==> src/rtl/sbs_pkg.sv <==
package sbs_pkg;

    typedef enum logic [1:0] {
        ST_IDLE       = 2'd0,
        ST_SYNC_WAIT  = 2'd1,
        ST_DRAIN_WAIT = 2'd2
    } ctl_state_t;

    typedef enum logic [1:0] {
        LK_OFF  = 2'd0,
        LK_TAIL = 2'd1,
        LK_HOLD = 2'd2
    } lock_state_t;

    // mode-qualified address class of one access
    typedef struct packed {
        logic sync_any;   // stall for reads and writes
        logic sync_rd;    // stall for reads only
        logic vdc_port;   // video-controller port hit
        logic colour;     // colour RAM window
    } acc_class_t;

endpackage

==> src/rtl/sbs_addr_class.sv <==
module sbs_addr_class
    import sbs_pkg::*;
#(
    parameter int ADDR_W      = 16,
    parameter int PORT_ADDR   = 'h0001,
    parameter int MMU_CFG     = 'hFF00,
    parameter int MMU_PRE_LO  = 'hFF01,
    parameter int MMU_PRE_HI  = 'hFF04,
    parameter int VDC_BASE    = 'hD600,
    parameter int VDC_PORTS   = 2,
    parameter int COLR_LO     = 'hD800,
    parameter int COLR_HI     = 'hDBFF
) (
    input  logic [ADDR_W-1:0] addr,
    input  logic              mode_128,
    output acc_class_t        cls
);
    localparam logic [ADDR_W-1:0] A_PORT   = ADDR_W'(PORT_ADDR);
    localparam logic [ADDR_W-1:0] A_CFG    = ADDR_W'(MMU_CFG);
    localparam logic [ADDR_W-1:0] A_PRE_LO = ADDR_W'(MMU_PRE_LO);
    localparam logic [ADDR_W-1:0] A_PRE_HI = ADDR_W'(MMU_PRE_HI);
    localparam logic [ADDR_W-1:0] A_COL_LO = ADDR_W'(COLR_LO);
    localparam logic [ADDR_W-1:0] A_COL_HI = ADDR_W'(COLR_HI);

    logic [VDC_PORTS-1:0] port_hit;

    generate
        for (genvar gi = 0; gi < VDC_PORTS; gi++) begin : g_port
            localparam logic [ADDR_W-1:0] A_P = ADDR_W'(VDC_BASE + gi);
            assign port_hit[gi] = (addr == A_P);
        end
    endgenerate

    logic pre_hit;
    assign pre_hit = (addr >= A_PRE_LO) && (addr <= A_PRE_HI);

    always_comb begin
        cls.sync_any = mode_128 && ((addr == A_PORT) || (addr == A_CFG));
        cls.vdc_port = mode_128 && (|port_hit);
        cls.sync_rd  = mode_128 && ((|port_hit) || pre_hit);
        cls.colour   = (addr >= A_COL_LO) && (addr <= A_COL_HI);
    end

endmodule

==> src/rtl/sbs_vdc_lockout.sv <==
module sbs_vdc_lockout
    import sbs_pkg::*;
(
    input  logic        clk,
    input  logic        rst_n,
    input  logic        phi_stb,
    input  logic        port_grant,
    output lock_state_t lock_q
);
    lock_state_t lock_d;

    always_ff @(posedge clk) begin
        if (!rst_n) lock_q <= LK_OFF;
        else        lock_q <= lock_d;
    end

    always_comb begin
        lock_d = lock_q;
        if (port_grant) begin
            lock_d = phi_stb ? LK_HOLD : LK_TAIL;
        end else if (phi_stb) begin
            unique case (lock_q)
                LK_OFF:  lock_d = LK_OFF;
                LK_TAIL: lock_d = LK_HOLD;
                LK_HOLD: lock_d = LK_OFF;
                default: lock_d = LK_OFF;
            endcase
        end
    end

    // without a port grant the lockout never appears from nothing
    p_quiet_stays_off_r7: assert property (@(posedge clk) disable iff (!rst_n)
        (lock_q == LK_OFF && !port_grant) |=> (lock_q == LK_OFF));

    // the first part of the lockout is left only on a strobe or a new grant
    p_tail_needs_stb_r7: assert property (@(posedge clk) disable iff (!rst_n)
        (lock_q == LK_TAIL && !phi_stb && !port_grant) |=> (lock_q == LK_TAIL));

endmodule

==> src/rtl/slowbus_stall_unit.sv <==
module slowbus_stall_unit
    import sbs_pkg::*;
#(
    parameter int ADDR_W = 16
) (
    input  logic              clk,
    input  logic              rst_n,
    input  logic              acc_req,
    input  logic [ADDR_W-1:0] acc_addr,
    input  logic              acc_wr,
    input  logic              mode_128,
    input  logic              phi_stb,
    input  logic              wbuf_busy,
    output logic              acc_ready,
    output logic              vdc_lockout
);
    ctl_state_t  state_q, state_d;
    lock_state_t lock_q;
    acc_class_t  cls;

    logic need_sync, need_drain, port_grant, tail_block;

    sbs_addr_class #(.ADDR_W(ADDR_W)) u_class (
        .addr     (acc_addr),
        .mode_128 (mode_128),
        .cls      (cls)
    );

    sbs_vdc_lockout u_lock (
        .clk        (clk),
        .rst_n      (rst_n),
        .phi_stb    (phi_stb),
        .port_grant (port_grant),
        .lock_q     (lock_q)
    );

    // request classification
    always_comb begin
        need_sync  = cls.sync_any || (cls.sync_rd && !acc_wr) ||
                     (cls.vdc_port && lock_q != LK_OFF);
        need_drain = cls.colour && acc_wr && wbuf_busy;
        tail_block = cls.vdc_port && (lock_q == LK_TAIL);
    end

    // state register
    always_ff @(posedge clk) begin
        if (!rst_n) state_q <= ST_IDLE;
        else        state_q <= state_d;
    end

    // next state
    always_comb begin
        state_d = state_q;
        unique case (state_q)
            ST_IDLE: begin
                if (acc_req && need_sync)       state_d = ST_SYNC_WAIT;
                else if (acc_req && need_drain) state_d = ST_DRAIN_WAIT;
            end
            ST_SYNC_WAIT: begin
                if (!acc_req || acc_ready) state_d = ST_IDLE;
            end
            ST_DRAIN_WAIT: begin
                if (!acc_req || acc_ready) state_d = ST_IDLE;
            end
            default: state_d = ST_IDLE;
        endcase
    end

    // outputs
    always_comb begin
        acc_ready = 1'b0;
        unique case (state_q)
            ST_IDLE:       acc_ready = acc_req && !need_sync && !need_drain;
            ST_SYNC_WAIT:  acc_ready = acc_req && phi_stb && !tail_block;
            ST_DRAIN_WAIT: acc_ready = acc_req && !wbuf_busy;
            default:       acc_ready = 1'b0;
        endcase
        port_grant  = acc_ready && cls.vdc_port;
        vdc_lockout = (lock_q != LK_OFF);
    end

    // a slow-class request is never granted in its first cycle
    p_slow_not_first_r2: assert property (@(posedge clk) disable iff (!rst_n)
        (state_q == ST_IDLE && acc_req && cls.sync_any) |-> !acc_ready);

    // no colour RAM write completes while the buffer is busy
    p_colour_waits_buf_r6: assert property (@(posedge clk) disable iff (!rst_n)
        (acc_req && acc_wr && cls.colour && wbuf_busy) |-> !acc_ready);

    // a granted port access always leaves the lockout raised
    p_grant_locks_r7: assert property (@(posedge clk) disable iff (!rst_n)
        (acc_ready && cls.vdc_port) |=> vdc_lockout);

    // no port access gets through during the first part of the lockout
    p_tail_blocks_port_r8: assert property (@(posedge clk) disable iff (!rst_n)
        (cls.vdc_port && lock_q == LK_TAIL) |-> !acc_ready);

    // a dropped request returns the controller to IDLE
    p_drop_to_idle_r9: assert property (@(posedge clk) disable iff (!rst_n)
        (state_q != ST_IDLE && !acc_req) |=> (state_q == ST_IDLE));

endmodule

==> config.mk <==
export PLATFORM = sky130hd
export DESIGN_NAME = slowbus_stall_unit
export DESIGN_NICKNAME = d
export VERILOG_FILES = /design/src/rtl/sbs_pkg.sv /design/src/rtl/sbs_addr_class.sv /design/src/rtl/sbs_vdc_lockout.sv /design/src/rtl/slowbus_stall_unit.sv
export SDC_FILE = /design/constraint.sdc
export NUM_CORES = 1
export LEC_CHECK = 0
export ABC_AREA = 1
export BUFFER_PORTS_ARGS = -buffer_cell sky130_fd_sc_hd__buf_2
export CAP_MARGIN = 20
export CORE_AREA = 4 4 41 43
export DETAILED_ROUTE_END_ITERATION = 10
export DIE_AREA = 0 0 45 47
export GPL_TIMING_DRIVEN = 0
export PLACE_DENSITY_LB_ADDON = 0.25
export SLEW_MARGIN = 20
export SYNTH_ARGS = -nofsm -noshare
export SYNTH_HDL_FRONTEND = slang
export SYNTH_SLANG_ARGS = --single-unit
==> constraint.sdc <==
create_clock -name clk -period 1.9 [get_ports clk]
set_input_delay 0.095 -clock clk [delete_from_list [all_inputs] [get_ports clk]]
set_output_delay 0.095 -clock clk [all_outputs]
set_load 0.05 [all_outputs]
==> flow_metrics.py <==
metrics = {
    "run_status": {
        "status": "complete, no violations",
    },
    "synthesis": {
        "synth_commonest_cells": "25 x nor2_1, 20 x nand2_1, 16 x inv_1",
        "yosysWarnings": 0,
        "synth_flop_cell": "dfxtp_1",
        "synth.avg_cell_area_um2": 5.75,
        "postSynth.asyncResetShare": 0,
        "synth_edf_count": 0,
        "yosysMostFrequentCell": "nor2_1",
        "ys_seq_area_frac": 0.138,
        "synth.distinct_cells": 21,
        "synth_nets": 128,
        "synth_seq_cells": 4,
        "yosysTopAreaCellShare": 0.162,
        "syn_inst": 101,
        "syn-cell-area_um2": 581,
        "yosysTopAreaCell": "nor2_1",
        "synth.area.top_cells": "nor2_1 16%, dfxtp_1 14%, nand2_1 13%",
    },
    "power": {
        "vdd_drop_max_mv": 0.584,
        "p_int_uw": 287,
        "sw_frac_of_total": 0.471,
        "power_frac_seq": 0.215,
        "switchingPower_uw": 255,
        "pwr-share-clk": 0.187,
        "p_per_area_nw_per_um2": 731,
        "p_total_uw": 542,
        "leakagePower_uw": 0.000422,
        "power_frac_comb": 0.598,
    },
    "timing": {
        "setup_ws_ps": 261,
        "final.setup.tns_ps": 0,
        "fmax_ghz": 0.610,
        "hold_violations": 0,
        "fin_crit_sh": 0.863,
        "max_slew_margin": 0.836,
        "setup_violations": 0,
        "slew_violations": 0,
        "worst_slew_pin_slew_ps": 245,
        "fin_skew_ps": 6.59,
        "fin_crit_ps": 1640,
        "rsz0062_at_grt": "false",
    },
    "setup_path": {
        "rr_worst_depth": 12,
        "crit_type": "reg -> out",
        "crit_fanout": 3,
        "cp_cell_sequence": "nor2_1 -> nand2_1 -> nand3_2 -> nand3_2 -> nand2_2 -> nand3_2 -> nand2_2 -> nand2_4 -> inv_1 -> buf_2",
        "endpoint_kind": "output pin",
        "path_common_cell": "nand3_2",
        "required_ps": 1800,
        "reg2reg_to": "state_q[0]",
        "cp_num_buf_inv": 2,
        "regToRegSetupSlack_ps": 470,
        "critPathArrivalTime_ps": 1540,
        "slowest_stage": "dfxtp_1",
        "max_stage_delay_ps": 310,
        "r2r_start": "state_q[0]",
        "path_delay_family": "simple AND/OR/NAND/NOR gates",
        "start_kind": "flop",
    },
    "cells_and_area": {
        "final_util": 0.570,
        "diodes": 0,
        "syn2layout_area_growth_pct": 27.8,
        "nets": 157,
        "design_area_um2": 742,
        "layout-drive-gt1-share": 0.297,
    },
    "placed_design": {
        "pre_cts_slack_ps": 428,
        "dp_hpwl_um": 1170,
        "portBuffers": 24,
        "finalWeightedCongestion": 0.757,
        "place_area_um2": 719,
    },
    "job": {
        "maxCapViolCount": 0,
    },
    "routing": {
        "vias_per_cell": 4.76,
        "drc": 0,
        "wl_per_cell_um": 8.73,
        "ant_nets": 0,
        "vias": 681,
        "finalWirelength_um": 1250,
        "drtIter0Drc": 5,
        "drt_pre_antenna_iters": 4,
    },
    "clock_tree": {
        "ctsLongestPathBuffers": 2,
        "clk_pin_slew_ps": 40,
        "numCtsBuffers": 3,
        "ctsHtreeMaxLevel": 1,
        "clk_latency_ps": 230,
        "post_cts_resized": 0,
        "clockRootBuffer": "clkbuf_4",
        "clock_sinks": 4,
        "cts_setup_buffers": 0,
        "cts_tree": "done",
        "cts_hold_buf": 0,
    },
    "min_path": {
        "holdPathEnd": "u_lock.lock_q[0]",
        "whs_path_depth": 2,
        "min-delay-start": "phi_stb",
        "holdCritPathClass": "in -> reg",
    },
    "global_routing": {
        "grt_pass1_vias": 605,
        "gr-total-overflow": 0,
        "grtUsageTotal": 0.145,
        "grt_antenna_before_repair": 0,
        "grt_first_pass_wirelength_um": 2300,
        "grt_max_degree": 6,
    },
    "die": {
        "die_h_um": 47,
        "core_um2": 1300,
        "die_x_um": 45,
        "start_util": 0.446,
        "std_cell_rows": 13,
        "ios": 25,
        "dieArea_um2": 2120,
    },
}
[cells in the final DEF (no fill, tap or decap)]
cell type,instances
a21oi_1,2
a31oi_1,1
and2_1,1
buf_2,24
clkbuf_4,3
dfxtp_1,4
ha_1,4
inv_1,16
inv_2,1
nand2_1,20
nand2_2,2
nand2_4,3
nand3_1,5
nand3_2,3
nand3b_1,1
nand4_1,4
nor2_1,25
nor2_4,2
nor3_1,1
o21ai_0,1
o21ai_1,3
o21bai_1,1
or2_0,1
[power groups by stage]
stage	Clock [uW]	Combinational (uW)	Sequential (uW)
floorplan	0	255	115
CTS	106	331	117
finish	101	324	117
detailed placement	0	331	118
global route	118	380	120
global placement	0	321	117
[how the worst max path moves through the flow]
stage | from | to | slack [ps] | cells past startpoint
5_1_grt | u_lock.lock_q[0] | acc_ready | 70 | 10
2_1_floorplan | u_lock.lock_q[0] | acc_ready | 570 | 9
4_1_cts | u_lock.lock_q[0] | acc_ready | 220 | 10
3_5_place_dp | acc_addr[4] | state_q[0] | 430 | 15
3_3_place_gp | acc_addr[4] | state_q[0] | 480 | 15
6_report | u_lock.lock_q[0] | acc_ready | 260 | 10
[state kept, by name, summed over array words and instances, names as in the netlist]
name / flops
state_q: 2
u_lock.lock_q: 2
[logic make-up after synthesis]
| group | after synthesis | share of synthesized area |
|---|---|---|
| simple gates | 68 | 0.591 |
| buf+inv | 17 | 0.110 |
| compound gates | 8 | 0.0754 |
| fa+ha+maj | 4 | 0.0862 |
| flops | 4 | 0.138 |
[routing by layer]
layer  GRT usage  routed length (um)  share of wire
met1       0.172                 526           0.42
met2       0.263                 618           0.49
met3      0.0575                 103          0.082
met4           0                   0              0
met5           0                   0              0
[stage by stage]
| stage | hold WS, ps | std cells |
|---|---|---|
| after floorplan | 167 | 101 |
| after detailed placement | 301 | 140 |
| after global placement | 301 | 140 |
| after CTS | 53.3 | 143 |
| after global routing | 56.0 | 143 |
| final | 58.1 | 143 |
[layout make-up]
class	count	area (um2)
well taps	15	18.8
repair buffers	24	120
clock buffers	3	22.5
inverters	17	63.8
fillers	159	559
multi-input cells	80	437
flip-flops and latches	4	80.1
Power figures use the tool's default switching activity.
